[src/rtl/gpio_own_pkg.sv]
package gpio_own_pkg;

    localparam int SEL_W  = 4;
    localparam int WORD_W = 32;

    typedef enum logic [3:0] {
        A_DOUT   = 4'd0,
        A_PIN    = 4'd1,
        A_DIR    = 4'd2,
        A_PFEN   = 4'd3,
        A_ALTEN  = 4'd4,
        A_DEN    = 4'd5,
        A_OWNER  = 4'd6,
        A_STDSEL = 4'd7,
        A_ALTSEL = 4'd8
    } reg_addr_e;

    // Per-pin configuration slice taken from the register file
    typedef struct packed {
        logic             dout;
        logic             dir;
        logic             pfen;
        logic             alten;
        logic             den;
        logic             owner;
        logic [SEL_W-1:0] std_sel;
        logic [SEL_W-1:0] alt_sel;
    } pin_cfg_t;

    // Output value plus enable for one pin
    typedef struct packed {
        logic val;
        logic oe;
    } drive_t;

    function automatic logic [SEL_W-1:0] field_of(input logic [WORD_W-1:0] v, input int idx);
        return v[idx*SEL_W +: SEL_W];
    endfunction

endpackage

[src/rtl/gpio_own_regs.sv]
module gpio_own_regs
    import gpio_own_pkg::*;
#(
    parameter int                NPINS    = 8,
    parameter logic [NPINS-1:0]  SEC_MASK = '0
) (
    input  logic                   clk,
    input  logic                   rst,
    input  logic                   bus_wr,
    input  logic [3:0]             bus_addr,
    input  logic [WORD_W-1:0]      bus_wdata,
    output logic [WORD_W-1:0]      bus_rdata,
    input  logic [NPINS-1:0]       pin_level,
    output pin_cfg_t [NPINS-1:0]   cfg
);

    localparam int FW = NPINS * SEL_W;

    logic [NPINS-1:0] dout_q, dir_q, pfen_q, alten_q, den_q, owner_q;
    logic [FW-1:0]    std_q, alt_q;

    always_ff @(posedge clk) begin
        if (rst) begin
            dout_q  <= '0;
            dir_q   <= '0;
            pfen_q  <= '0;
            alten_q <= '0;
            den_q   <= '0;
            owner_q <= SEC_MASK;
            std_q   <= '0;
            alt_q   <= '0;
        end else if (bus_wr) begin
            case (bus_addr)
                A_DOUT:   dout_q  <= bus_wdata[NPINS-1:0];
                A_DIR:    dir_q   <= bus_wdata[NPINS-1:0];
                A_PFEN:   pfen_q  <= bus_wdata[NPINS-1:0];
                A_ALTEN:  alten_q <= bus_wdata[NPINS-1:0];
                A_DEN:    den_q   <= bus_wdata[NPINS-1:0];
                A_OWNER:  owner_q <= bus_wdata[NPINS-1:0];
                A_STDSEL: std_q   <= bus_wdata[FW-1:0];
                A_ALTSEL: alt_q   <= bus_wdata[FW-1:0];
                default:  ;
            endcase
        end
    end

    always_comb begin
        bus_rdata = '0;
        case (bus_addr)
            A_DOUT:   bus_rdata[NPINS-1:0] = dout_q;
            A_PIN:    bus_rdata[NPINS-1:0] = pin_level;
            A_DIR:    bus_rdata[NPINS-1:0] = dir_q;
            A_PFEN:   bus_rdata[NPINS-1:0] = pfen_q;
            A_ALTEN:  bus_rdata[NPINS-1:0] = alten_q;
            A_DEN:    bus_rdata[NPINS-1:0] = den_q;
            A_OWNER:  bus_rdata[NPINS-1:0] = owner_q;
            A_STDSEL: bus_rdata[FW-1:0]    = std_q;
            A_ALTSEL: bus_rdata[FW-1:0]    = alt_q;
            default:  bus_rdata = '0;
        endcase
    end

    logic [WORD_W-1:0] std_word, alt_word;
    always_comb begin
        std_word = '0;
        alt_word = '0;
        std_word[FW-1:0] = std_q;
        alt_word[FW-1:0] = alt_q;
        for (int i = 0; i < NPINS; i++) begin
            cfg[i].dout    = dout_q[i];
            cfg[i].dir     = dir_q[i];
            cfg[i].pfen    = pfen_q[i];
            cfg[i].alten   = alten_q[i];
            cfg[i].den     = den_q[i];
            cfg[i].owner   = owner_q[i];
            cfg[i].std_sel = field_of(std_word, i);
            cfg[i].alt_sel = field_of(alt_word, i);
        end
    end

    AST_OWNER_RESET: assert property (@(posedge clk) disable iff (rst)
        $past(rst) |-> owner_q == SEC_MASK);
    AST_WRITE_NEXT: assert property (@(posedge clk) disable iff (rst)
        (bus_wr && bus_addr == A_OWNER) |=> owner_q == $past(bus_wdata[NPINS-1:0]));
    AST_PIN_READONLY: assert property (@(posedge clk) disable iff (rst)
        (bus_wr && bus_addr == A_PIN) |=> $stable(dout_q) && $stable(den_q));

endmodule

[src/rtl/gpio_own_pinmux.sv]
module gpio_own_pinmux
    import gpio_own_pkg::*;
#(
    parameter int NPERIPH = 16
) (
    input  pin_cfg_t           cfg,
    input  logic [NPERIPH-1:0] std_out,
    input  logic [NPERIPH-1:0] std_oe,
    input  logic [NPERIPH-1:0] alt_out,
    input  logic [NPERIPH-1:0] alt_oe,
    output drive_t             pri
);

    logic [SEL_W-1:0] sel;
    drive_t           periph;

    assign sel = cfg.alten ? cfg.alt_sel : cfg.std_sel;

    // Selector values beyond NPERIPH leave the peripheral drive at zero
    always_comb begin
        periph = '0;
        for (int p = 0; p < NPERIPH; p++) begin
            if (sel == SEL_W'(p)) begin
                periph.val = cfg.alten ? alt_out[p] : std_out[p];
                periph.oe  = cfg.alten ? alt_oe[p]  : std_oe[p];
            end
        end
    end

    always_comb begin
        if (cfg.pfen) begin
            pri = periph;
        end else begin
            pri.val = cfg.dout;
            pri.oe  = cfg.dir;
        end
    end

endmodule

[src/rtl/gpio_own_route.sv]
module gpio_own_route
    import gpio_own_pkg::*;
#(
    parameter int NPINS = 8
) (
    input  pin_cfg_t [NPINS-1:0] cfg,
    input  drive_t   [NPINS-1:0] pri,
    input  logic [NPINS-1:0]     sec_out,
    input  logic [NPINS-1:0]     sec_oe,
    input  logic [NPINS-1:0]     pad_in,
    output logic [NPINS-1:0]     pad_out,
    output logic [NPINS-1:0]     pad_oe,
    output logic [NPINS-1:0]     pri_in,
    output logic [NPINS-1:0]     sec_in
);

    for (genvar i = 0; i < NPINS; i++) begin : g_pin
        always_comb begin
            if (cfg[i].owner) begin
                pad_out[i] = sec_out[i];
                pad_oe[i]  = sec_oe[i];
            end else begin
                pad_out[i] = pri[i].val;
                pad_oe[i]  = pri[i].oe & cfg[i].den;
            end
            pri_in[i] = pad_in[i] & cfg[i].den;
            sec_in[i] = pad_in[i];
        end
    end

endmodule

[src/rtl/gpio_own_mux.sv]
module gpio_own_mux
    import gpio_own_pkg::*;
#(
    parameter int               NPINS    = 8,
    parameter int               NPERIPH  = 16,
    parameter logic [NPINS-1:0] SEC_MASK = 8'hC0
) (
    input  logic                       clk,
    input  logic                       rst,
    input  logic                       bus_wr,
    input  logic [3:0]                 bus_addr,
    input  logic [31:0]                bus_wdata,
    output logic [31:0]                bus_rdata,
    input  logic [NPERIPH*NPINS-1:0]   std_pout,
    input  logic [NPERIPH*NPINS-1:0]   std_poe,
    input  logic [NPERIPH*NPINS-1:0]   alt_pout,
    input  logic [NPERIPH*NPINS-1:0]   alt_poe,
    output logic [NPINS-1:0]           pri_in,
    input  logic [NPINS-1:0]           sec_out,
    input  logic [NPINS-1:0]           sec_oe,
    output logic [NPINS-1:0]           sec_in,
    input  logic [NPINS-1:0]           pad_in,
    output logic [NPINS-1:0]           pad_out,
    output logic [NPINS-1:0]           pad_oe
);

    pin_cfg_t [NPINS-1:0] cfg;
    drive_t   [NPINS-1:0] pri;
    logic     [NPINS-1:0] owner_v, den_v;

    gpio_own_regs #(.NPINS(NPINS), .SEC_MASK(SEC_MASK)) u_regs (
        .clk       (clk),
        .rst       (rst),
        .bus_wr    (bus_wr),
        .bus_addr  (bus_addr),
        .bus_wdata (bus_wdata),
        .bus_rdata (bus_rdata),
        .pin_level (pri_in),
        .cfg       (cfg)
    );

    for (genvar i = 0; i < NPINS; i++) begin : g_mux
        logic [NPERIPH-1:0] s_out, s_oe, a_out, a_oe;
        for (genvar p = 0; p < NPERIPH; p++) begin : g_col
            assign s_out[p] = std_pout[p*NPINS+i];
            assign s_oe[p]  = std_poe[p*NPINS+i];
            assign a_out[p] = alt_pout[p*NPINS+i];
            assign a_oe[p]  = alt_poe[p*NPINS+i];
        end
        gpio_own_pinmux #(.NPERIPH(NPERIPH)) u_pinmux (
            .cfg     (cfg[i]),
            .std_out (s_out),
            .std_oe  (s_oe),
            .alt_out (a_out),
            .alt_oe  (a_oe),
            .pri     (pri[i])
        );
        assign owner_v[i] = cfg[i].owner;
        assign den_v[i]   = cfg[i].den;
    end

    gpio_own_route #(.NPINS(NPINS)) u_route (
        .cfg     (cfg),
        .pri     (pri),
        .sec_out (sec_out),
        .sec_oe  (sec_oe),
        .pad_in  (pad_in),
        .pad_out (pad_out),
        .pad_oe  (pad_oe),
        .pri_in  (pri_in),
        .sec_in  (sec_in)
    );

    AST_SEC_VAL: assert property (@(posedge clk) disable iff (rst)
        ((pad_out ^ sec_out) & owner_v) == '0);
    AST_SEC_OE: assert property (@(posedge clk) disable iff (rst)
        ((pad_oe ^ sec_oe) & owner_v) == '0);
    AST_DEN_OE_LOW: assert property (@(posedge clk) disable iff (rst)
        (pad_oe & ~owner_v & ~den_v) == '0);
    AST_DEN_IN_LOW: assert property (@(posedge clk) disable iff (rst)
        (pri_in & ~den_v) == '0);
    AST_DEN_READ: assert property (@(posedge clk) disable iff (rst)
        ((pri_in ^ pad_in) & den_v) == '0);
    AST_SEC_RAW: assert property (@(posedge clk) disable iff (rst)
        sec_in == pad_in);

endmodule

[config.mk]
export PLATFORM = sky130hd
export DESIGN_NAME = gpio_own_mux
export DESIGN_NICKNAME = d
export VERILOG_FILES = /design/src/rtl/gpio_own_pkg.sv /design/src/rtl/gpio_own_regs.sv /design/src/rtl/gpio_own_pinmux.sv /design/src/rtl/gpio_own_route.sv /design/src/rtl/gpio_own_mux.sv
export SDC_FILE = /design/constraint.sdc
export NUM_CORES = 1
export LEC_CHECK = 0
export BUFFER_PORTS_ARGS = -buffer_cell sky130_fd_sc_hd__buf_2
export CAP_MARGIN = 25
export CORE_AREA = 4 4 245 247
export CTS_BUF_LIST = sky130_fd_sc_hd__clkbuf_16
export DETAILED_ROUTE_END_ITERATION = 7
export DIE_AREA = 0 0 249 251
export SLEW_MARGIN = 10
export SYNTH_ARGS = -nofsm -noshare
export SYNTH_HDL_FRONTEND = slang
export SYNTH_HIERARCHICAL = 1
export SYNTH_SLANG_ARGS = --single-unit
[constraint.sdc]
create_clock -name clk -period 2.3 [get_ports clk]
set_input_delay 0.345 -clock clk [delete_from_list [all_inputs] [get_ports clk]]
set_output_delay 0.345 -clock clk [all_outputs]
set_load 0.005 [all_outputs]
==> metrics.md, run 1 <==
| Metric | Value |
|---|---|
| Hold path start | bus_wdata[16] |
| Final setup margin | -0.518 ns |
| Antenna violations before repair | 9 |
| Top-count cell post-synth | nand2_1 |
| Global route overflow | 0 |
| FMAX | between 0.3 and 0.4 GHz |
| Synth top area cells | dfxtp_1 (17%), mux2i_1 (8.9%), nand2_1 (6.0%), a21oi_1 (4.5%), mux2_2 (3.4%) |
| Worst slew pin tran | 0.538 ns |
| Vias | approximately 17000 |
| Avg WL per Cell | between 20 and 25 um |
| Pre-Repair DR Iteration Count | 5 |
| Number of port buffers | 638 |
| Slowest stage delay, CP | ~0.41 ns |
| Die Span X | ~250 um |
| Layout cell share with drive strength beyond 1 | between 50% and 60% |
| Lkg Pwr | roughly 9.2 nW |
| Crit path DAT | between 2 and 2.5 ns |
| Vias in the first global route | approximately 17000 |
| Pins Over Slew Limit | 0 |
| Avg Inst Size Synth | 7.78 um^2 |
| Vias per cell | slightly above 5 |
| EDFF count, synth | 0 |
| Critical path type | register to primary output |
| Critical path required time | between 1.5 and 2 ns |
| Skew final | 0 ns |
| Full die area | about 62000 um^2 |
| Synth cell count leaders | nand2_1 (211), a21oi_1 (119), mux2i_1 (117), dfxtp_1 (112), nor2_1 (102) |
| First element of the critical path | u_regs/alten_q[4] |
| Dpl cells | 3321 |
| Number of clock sinks | about 110 |
| CTS buffer count | 9 |
| Post-Route Setup TNS | -7.59 ns |
| YS warnings | 6 |
| CP most frequent cell | buf_6 |
| Headroom to the max-slew limit | between 60% and 70% |
| Rows | just under 90 |
| Status | finished with violations |
| DR DRC count | 0 |
| Async SR Flop Fraction | 0% |
| Setup Viol. Count Final | 17 |
| Layout Nets | ~3200 |
| Period utilization | 123% |
| Area after DPL | between 15000 and 20000 um^2 |
| Top_reg_cell synth | dfxtp_1 |
| Routed wire length | approximately 72000 um |
| Hold_ws | around 0.21 ns |
| Initial DRC Count | 1064 |
| Max Cap Viol | 0 |
| I/O Pins | 639 |
| Pwr Density | 260 nW/um^2 |
| CTS clk-pin slew, worst paths | roughly 0.080 ns |
| Clock latency on the worst-skew pair | 0.36 ns |
| Synth Register Bits | 112 |
| Final Hold Viols | 0 |
| First-pass GRT wire length | about 110000 um |
| Post-DP HPWL | roughly 59000 um |
| Share of Yosys cell area claimed by the top area cell type | between 15 and 20% |
| Netlist cell types | 64 |
| Area growth syn-to-layout | 61.8% |
| Critical path peak fanout | 5 |
| Routed Antenna Nets | 0 |
| Final Non-Filler Cells | 3398 |
| Core Area | 57600 um^2 |
| Die Y-Extent | approximately 250 um |
| Starting density of the core | 22.8% |
| Hold WC Path Type | input pin to register |
| Critical Path, Cell by Cell | buf_6 > or3b_4 > and2_4 > buf_4 > o22ai_1 > a31oi_1 > o21ai_0 > a2bb2oi_2 > mux2_4 > buf_6 |
| H-Tree Depth | 3 |
| RSZ-0062 raised after global routing | true |
| Worst setup SP type | register |
| Placer Congestion | between 0.9 and 1 |
| CP max stage cell | or3b_4 |
| Setup crit end kind | primary output |
| Total power | 5.54 mW |
| Syn Nets | around 2300 |
| Design area | about 21000 um^2 |
| Longest Clk Path Bufs | 2 |
| Largest net degree at the start of global routing | 40 |
| Failing checks | setup timing |
| Post-Syn Instances | roughly 1700 |
| Reg-to-reg critical path startpoint | u_regs/alten_q[7] |
| Cell taking the most area after synthesis | dfxtp_1 |
| TritonCTS clock tree | yes |
| Peak VDD IR | roughly 0.00035 V |
| GRT Util Overall | 21.4% |
| Sequential area share after synthesis | ~17% |
| Clock Root Buffer | clkbuf_16 |
| Mapped Area | 13200 um^2 |
| Period minus WS final | ~2.8 ns |
-- cells in the final DEF (no fill, tap or decap), types with 32 or more instances in the layout --
| cell type | n |
|---|---|
| a21oi_1 | 116 |
| o21ai_0 | 42 |
| nand2_1 | 207 |
| dfxtp_1 | 71 |
| inv_1 | 64 |
| a22oi_1 | 37 |
| nor3b_1 | 40 |
| mux2_2 | 36 |
| mux2i_1 | 114 |
| nor2_1 | 90 |
| buf_6 | 43 |
| a22o_1 | 32 |
| buf_2 | 626 |
| buf_4 | 357 |
| nor2b_1 | 58 |
-- stage by stage --
stage	setup slack [ns]	utilization, %
after detailed placement	-0.223	33.8
after floorplan	0.0967	-
after global routing	-0.628	36.9
after CTS	-0.587	35.7
after global placement	-0.219	33.8
final	-0.518	37.0
-- critical path: cells and delay by family (launching register included) --
kind | cells | cell delay (ns)
flip-flops | 1 | 0.37
multiplexers | 1 | 0.28
buffers and inverters | 3 | 0.39
AO/OA/AOI/OAI | 4 | 0.47
AND/OR/NAND/NOR | 2 | 0.58
-- layer usage --
layer,wire length [um],track usage [%],up-vias
met5,34,0,-
met2,36000,38.2,706
li1,-,-,8305
met4,1420,4.12,6
met1,30400,27.1,8358
met3,4600,3.99,81
-- registers in the layout, summed over array words and instances, names as in the netlist --
| signal | flops |
|---|---|
| u_regs/std_q | 32 |
| u_regs/alten_q | 8 |
| u_regs/alt_q | 32 |
| u_regs/dout_q | 8 |
| u_regs/owner_q | 8 |
| u_regs/den_q | 8 |
| u_regs/pfen_q | 8 |
| u_regs/dir_q | 8 |
-- area by class of cell --
class / instances / area (um^2)
Clock buffer: 9 / 225
Tap cell: 765 / 957
Sequential cell: 112 / 2360
Antenna cell: 5 / 12.5
Fill cell: 6070 / 36300
Timing Repair Buffer: 1056 / 6820
Inverter: 64 / 240
Multi-Input combinational cell: 1380 / 10600
Clock inverter: 7 / 115
-- power breakdown --
group	switching [mW]	leakage, nW	internal (mW)
sequential	0.0456	0.933	1.93
clock	0.822	0.166	1.07
combinational	0.775	8.09	0.894
total	1.64	9.19	3.90
-- cell families (layout without fill, tap and decap cells) --
kind of cell           after synthesis  in the layout  share of synthesized area (%)
buffers and inverters              198           1136                           8.61
other                                0              5                              0
AND/OR/NAND/NOR                    612            612                           26.0
AO/OA/AOI/OAI                      597            597                           34.1
flip-flops                         112            112                           17.0
multiplexers                       171            171                           14.3
-- worst paths after layout --
kind / slack [ns] / endpoint / cells past startpoint
min: 0.21 / u_regs/alt_q[16] / 3
max: -0.52 / pad_out[4] / 10
max reg2reg: 1.17 / u_regs/alten_q[7] / 5
min reg2reg: 0.50 / u_regs/std_q[28] / 2
-- timing repair --
| action | in CTS | in global routing |
|---|---|---|
| hold buffers | 0 | 0 |
| resized for setup | 158 | 157 |
| pin swaps | 69 | 64 |
| hold endpoints to repair | 0 | 0 |
| endpoints found under the setup margin | 18 | 23 |
| setup buffers | 43 | 17 |
No activity file was read; power rests on OpenSTA's default activity.
==> run 2, diff against run 1 <==
--- a/config.mk
+++ b/config.mk
@@ -7,10 +7,13 @@
 export LEC_CHECK = 0
 export BUFFER_PORTS_ARGS = -buffer_cell sky130_fd_sc_hd__buf_2
 export CAP_MARGIN = 25
-export CORE_AREA = 4 4 245 247
+export CELL_PAD_IN_SITES_DETAIL_PLACEMENT = 1
+export CELL_PAD_IN_SITES_GLOBAL_PLACEMENT = 2
+export CORE_MARGIN = 4
+export CORE_UTILIZATION = 23
 export CTS_BUF_LIST = sky130_fd_sc_hd__clkbuf_16
 export DETAILED_ROUTE_END_ITERATION = 7
-export DIE_AREA = 0 0 249 251
+export PLACE_DENSITY_LB_ADDON = 0.1
 export SLEW_MARGIN = 10
 export SYNTH_ARGS = -nofsm -noshare
 export SYNTH_HDL_FRONTEND = slang
==> run 2 against run 1 <==
The run still ends with setup timing left. Non-clock buffer count rose by 8. Largest cell class unchanged. Sequential share of layout area fell by 0.23 points. Power fell by 4.0%.
==> metrics.md, run 2 (synthesis results as in run 1) <==
| Metric | Value |
|---|---|
| Worst slew pin tran | 0.779 ns (+0.241 ns) |
| Worst-case reg-to-reg path depth | 5 (unchanged) |
| I/O Pins | 639 (unchanged) |
| Vias in the first global route | 18500 (+6.7%) |
| Critical Path Stages | 10 (unchanged) |
| Global route overflow | 0 (unchanged) |
| Final Non-Filler Cells | 3402 (+0.12%) |
| Peak VDD IR | 0.000312 V (-11%) |
| Headroom to the max-slew limit | 46.7% (-16 points) |
| Die Span X | 247 um (-0.74%) |
| H-Tree Depth | 3 (unchanged) |
| Period minus WS final | 2.82 ns (+0.0000750 ns) |
| Longest Clk Path Bufs | 2 (unchanged) |
| Dpl cells | 3316 (-0.15%) |
| Lkg Pwr | 9.24 nW (+0.61%) |
| Clock Root Buffer | clkbuf_16 |
| Routed wire length | 77700 um (+7.3%) |
| Critical path peak fanout | 7 (+2) |
| Largest regs | u_regs/alt_q: 32 flops, u_regs/std_q: 32 flops |
| Routed Antenna Nets | 0 (unchanged) |
| Layout Nets | 3206 (+0.25%) |
| Seq. cell area | 2340 um^2 (-0.95%) |
| Pwr Density | 247 nW/um^2 (-5.1%) |
| Slowest stage delay, CP | 0.39 ns (-0.02 ns) |
| Total power | 5.32 mW (-4.0%) |
| Max Cap Viol | 0 (unchanged) |
| Vias per cell | 5.08 (-1.1%) |
| Area of the multi-input gates | 10600 um^2 (+0.91%) |
| Critical path required time | 1.96 ns (about the same) |
| Hold_buf cts | 0 (unchanged) |
| Vias | 17300 (-1.0%) |
| First-pass GRT wire length | 112000 um (+6.5%) |
| Largest net degree at the start of global routing | 66 (+65%) |
| Final setup margin | -0.519 ns (-0.0000750 ns) |
| Fill count | 6918 (+14%) |
| Clock latency on the worst-skew pair | 0.36 ns (about the same) |
| Setup Viol. Count Final | 17 (unchanged) |
| Most frequent standard cell in the layout excluding fill and tap cells | buf_2 |
| Buf+Inv Stages, Crit Path | 3 (unchanged) |
| Post-DP HPWL | 63500 um (+7.5%) |
| Pre-Repair DR Iteration Count | 5 (unchanged) |
| TritonCTS clock tree | yes |
| Area growth syn-to-layout | 63.6% |
| CTS clk-pin slew, worst paths | 0.09 ns (about the same) |
| Hold_ws | 0.216 ns (+0.0108 ns) |
| Die Y-Extent | 247 um (-1.5%) |
| Starting density of the core | 23.3% (+0.44 points) |
| Critical Path, Cell by Cell | buf_12 > or3b_4 > and2_4 > buf_12 > o21ai_4 > a22oi_2 > a2bb2oi_2 > a2bb2oi_2 > mux2_4 > buf_6 |
| Core Area | 56500 um^2 (-1.9%) |
| Avg WL per Cell | 22.8 um (+7.1%) |
| Setup crit end kind | primary output |
| Crit path DAT | 2.47 ns (about the same) |
| Pins Over Slew Limit | 0 (unchanged) |
| Failing checks | setup timing |
| FMAX | 0.355 GHz (about the same) |
| Rows | 87 (-1.1%) |
| Antenna violations before repair | 19 (+10) |
| RSZ-0062 raised after global routing | true |
| Number of port buffers | 638 (unchanged) |
| CP max stage cell | dfxtp_4 |
| Status | finished with violations |
| Period utilization | 123% (about the same) |
| Skew final | 0 ns (unchanged) |
| Initial DRC Count | 641 (-40%) |
| Final Hold Viols | 0 (unchanged) |
| Layout cell share with drive strength beyond 1 | 54.2% (+0.71 points) |
| Full die area | 61100 um^2 (-2.3%) |
| Final core utilization | 38.1% (+1.1 points) |
| Post-Route Setup TNS | -7.69 ns (-0.109 ns) |
| Hold WC Path Type | input pin to register |
| Number of clock sinks | 112 (unchanged) |
| Placer Congestion | 0.883 (-8.4%) |
| Cell family with most CP delay | simple AND/OR/NAND/NOR gates |
| Commonest cells after routing, fill and taps aside | buf_2 (629), buf_4 (361), nand2_1 (206) |
| DR DRC count | 0 (unchanged) |
| GRT Util Overall | 23.7% (+2.3 points) |
| Critical path type | register to primary output |
| Worst setup SP type | register |
| CTS buffer count | 9 (unchanged) |
| Hold depth | 3 (unchanged) |
-- run 2: path summary, 6_finish.rpt --
check | end | slack, ns | start
setup / recovery | pad_out[2] | -0.52 | u_regs/alten_q[2]
hold / removal | u_regs/std_q[8] | 0.22 | bus_wdata[8]
setup reg to reg | u_regs/alten_q[4] | 1.21 | u_regs/alten_q[4]
hold reg to reg | u_regs/std_q[15] | 0.48 | u_regs/std_q[15]
-- run 2: tightest hold or removal path, cell delays in order --
cell	delay, ns
buf_2	0.11
nand2_1	0.05
a21oi_1	0.05
-- run 2: stage by stage --
stage | area [um^2] | setup slack (ns)
6_report | 21500 | -0.519
5_1_grt | 21500 | -0.613
4_1_cts | 20800 | -0.560
3_5_place_dp | 19500 | -0.512
3_3_place_gp | 19500 | -0.531
2_1_floorplan | 13200 | 0.0967
-- run 2: what timing repair did --
item | CTS | global route
gates resized for setup | 195 | 126
setup buffers | 40 | 19
pin swaps | 94 | 83
gates cloned | 3 | 1
setup endpoints to repair | 19 | 19
-- run 2: power breakdown --
group          leakage, nW  switching [mW]  internal, mW  total, mW
Clock                0.146           0.866         0.774       1.64
Sequential           0.930          0.0457          1.94       1.99
Combinational         8.17           0.781         0.905       1.69
-- run 2: layout make-up --
cell class	count	area share [%]
clock inverter	7	0.343
antenna	10	0.116
multi-input combinational	1380	49.5
clock buffer	9	1.05
inverter	64	1.12
timing repair buffer	1064	32.6
tap	756	4.40
sequential	112	10.9
-- run 2: metal layers --
metal	GRT usage [%]	routed length (um)	up-vias
met2	43.7	40100	394
met1	28.7	32400	8462
met4	5.32	1480	18
met5	0	99	-
met3	3.73	3590	83
li1	-	-	8321
==> run 3, diff against run 2 <==
--- a/config.mk
+++ b/config.mk
@@ -14,6 +14,7 @@
 export CTS_BUF_LIST = sky130_fd_sc_hd__clkbuf_16
 export DETAILED_ROUTE_END_ITERATION = 7
 export PLACE_DENSITY_LB_ADDON = 0.1
+export SETUP_SLACK_MARGIN = 0.3
 export SLEW_MARGIN = 10
 export SYNTH_ARGS = -nofsm -noshare
 export SYNTH_HDL_FRONTEND = slang
==> run 3 against run 2 <==
The flow still finishes with violations (setup timing). Combinational power rose by 2%. Critical path depth fell by 1. Power rose by 3.2%. Worst hold slack got worse by 0.043 ns. First-iteration DRC count rose by 22%. Cell area rose by 2.1%. Largest cell class unchanged.
==> metrics.md, run 3 (synthesis results as in run 1) <==
| Metric | Value |
|---|---|
| Status | finished with violations |
| Failing checks | setup timing |
| Largest regs | u_regs/alt_q: 32 flops, u_regs/std_q: 32 flops |
| Number of port buffers | 638 (unchanged) |
| Total power | 5.48 mW (+3.2%) |
| Lkg Pwr | 9.53 nW (+3.1%) |
| Routed Antenna Nets | 0 (unchanged) |
| Full die area | 61100 um^2 (unchanged) |
| Vias | 17500 (+1.4%) |
| I/O Pins | 639 (unchanged) |
| Vias in the first global route | 18900 (+2.1%) |
| Headroom to the max-slew limit | 54.7% (+8.0 points) |
| Setup Viol. Count Final | 17 (unchanged) |
| Core Area | 56500 um^2 (unchanged) |
| Hold depth | 2 (-1) |
| Routed wire length | 80500 um (+3.6%) |
| Setup crit end kind | primary output |
| Worst setup SP type | register |
| Dpl cells | 3333 (+0.51%) |
| Skew final | 0 ns (unchanged) |
| CP max stage cell | dfxtp_4 |
| Worst R2R End | u_regs/alten_q[0] |
| CTS clk-pin slew, worst paths | 0.09 ns (about the same) |
| Avg WL per Cell | 23.4 um (+2.6%) |
| Die Span X | 247 um (unchanged) |
| Final setup margin | -0.548 ns (-0.0298 ns) |
| Cell family with most CP delay | compound AO/OA/AOI/OAI gates |
| Pwr Density | 250 nW/um^2 (+1.0%) |
| Starting density of the core | 23.3% (unchanged) |
| First-pass GRT wire length | 115000 um (+3.0%) |
| Pre-Repair DR Iteration Count | 5 (unchanged) |
| Critical path required time | 1.96 ns (about the same) |
| Crit path DAT | 2.50 ns (+0.03 ns) |
| Clock Root Buffer | clkbuf_16 |
| Global route overflow | 0 (unchanged) |
| Pins Over Slew Limit | 0 (unchanged) |
| Die Y-Extent | 247 um (unchanged) |
| CTS buffer count | 9 (unchanged) |
| Hold path start | rst |
| DR DRC count | 0 (unchanged) |
| Buf+Inv Stages, Crit Path | 4 (+1) |
| Hold_ws | 0.174 ns (-0.0429 ns) |
| Clock latency on the worst-skew pair | 0.36 ns (about the same) |
| Worst-case reg-to-reg path depth | 6 (+1) |
| Period utilization | 124% (+1.3 points) |
| Vias per cell | 5.10 (+0.40%) |
| Placer Congestion | 0.913 (+3.4%) |
| Rows | 87 (unchanged) |
| Max Cap Viol | 0 (unchanged) |
| Period minus WS final | 2.85 ns (+0.0298 ns) |
| Antenna violations before repair | 17 (-2) |
| Final Hold Viols | 0 (unchanged) |
| Initial DRC Count | 783 (+22%) |
| R2r setup slk | 1.11 ns (-0.10 ns) |
| Critical path peak fanout | 9 (+2) |
| Slowest stage delay, CP | 0.37 ns (-0.02 ns) |
| Commonest cells after routing, fill and taps aside | buf_2 (621), buf_4 (376), nand2_1 (204) |
| Area growth syn-to-layout | 67.1% |
| H-Tree Depth | 3 (unchanged) |
| Fill count | 6889 (-0.42%) |
| Critical path type | register to primary output |
| Critical Path, Cell by Cell | buf_4 > buf_12 > buf_4 > mux2_4 > a311o_1 > a2bb2oi_2 > a2bb2oi_2 > mux2_4 > buf_6 |
| Final Non-Filler Cells | 3435 (+0.97%) |
| Most frequent standard cell in the layout excluding fill and tap cells | buf_2 |
| Design area | 22000 um^2 (+2.1%) |
| Pre-CTS setup slack | -0.301 ns (+0.211 ns) |
| Layout cell share with drive strength beyond 1 | 55.2% (+0.99 points) |
| RSZ-0062 raised after global routing | true |
| Post-DP HPWL | 65900 um (+3.7%) |
| Peak VDD IR | 0.000382 V (+22%) |
| Hold WC Path Type | input pin to register |
| TritonCTS clock tree | yes |
| Area of the multi-input gates | 10700 um^2 (+0.29%) |
| Layout Nets | 3241 (+1.1%) |
| Hold Crit Endpoint | u_regs/alt_q[8] |
| Number of clock sinks | 112 (unchanged) |
| GRT Util Overall | 24.5% (+0.81 points) |
| Largest net degree at the start of global routing | 75 (+14%) |
| Area after DPL | 19700 um^2 (+1.2%) |
| Worst slew pin tran | 0.662 ns (-0.117 ns) |
| FMAX | 0.351 GHz (-1.0%) |
| Reg-to-reg critical path startpoint | u_regs/alten_q[0] |
| Longest Clk Path Bufs | 2 (unchanged) |
| Seq. cell area | 2350 um^2 (+0.53%) |
-- run 3: cell count changes in the layout (fill, tap and decap cells not counted), sizes merged --
| cell | delta |
|---|---|
| buf | +33 |
| inv | -3 |
| bufinv | +2 |
| clkbuf | +2 |
| clkinv | -1 |
| clkinvlp | +1 |
| diode | -1 |
-- run 3: through the flow --
stage	util (%)	TNS, ns
2_1_floorplan	-	0
5_1_grt	38.9	-9.38
4_1_cts	37.3	-8.11
3_3_place_gp	34.9	-3.34
6_report	38.9	-7.67
3_5_place_dp	34.9	-3.64
-- run 3: how the worst max path moves through the flow --
stage                     slack (ns)         end               from  cells past startpoint
final                          -0.55  pad_out[6]  u_regs/alten_q[6]                      9
after global routing           -0.71   pad_oe[6]  u_regs/alten_q[6]                     12
after CTS                      -0.58  pad_out[4]   u_regs/alt_q[16]                     10
after detailed placement       -0.30   pad_oe[4]  u_regs/alten_q[4]                     11
after global placement         -0.29   pad_oe[6]   u_regs/alt_q[25]                     11
after floorplan                 0.18  pad_out[0]  u_regs/alten_q[0]                      9
-- run 3: final cells by class --
cell class / count / area share, %
Timing Repair Buffer: 1099 / 33.7
Antenna cell: 9 / 0.102
Clock inverter: 6 / 0.427
Inverter: 64 / 1.09
Tap cell: 756 / 4.30
Sequential cell: 112 / 10.7
Clock buffer: 9 / 1.02
Multi-Input combinational cell: 1380 / 48.6
-- run 3: metal layers --
metal	up-vias	wire (um)	GRT usage, %
met3	80	4240	3.97
met5	-	96	0
met1	8570	33000	29.4
li1	8381	-	-
met2	469	41600	45.5
met4	16	1630	5.56
-- run 3: timing repair --
action / in CTS / in global routing
gates resized for setup: 202 / 144
hold buffers: 0 / 0
setup endpoints to repair: 48 / 34
buffers inserted: 39 / 34
pin swaps: 80 / 91
gates cloned: 2 / 3
-- run 3: report_power, final --
group,internal [mW],switching (mW)
clock network,0.959,0.804
registers,1.94,0.0467
logic,0.931,0.803
total,3.83,1.65
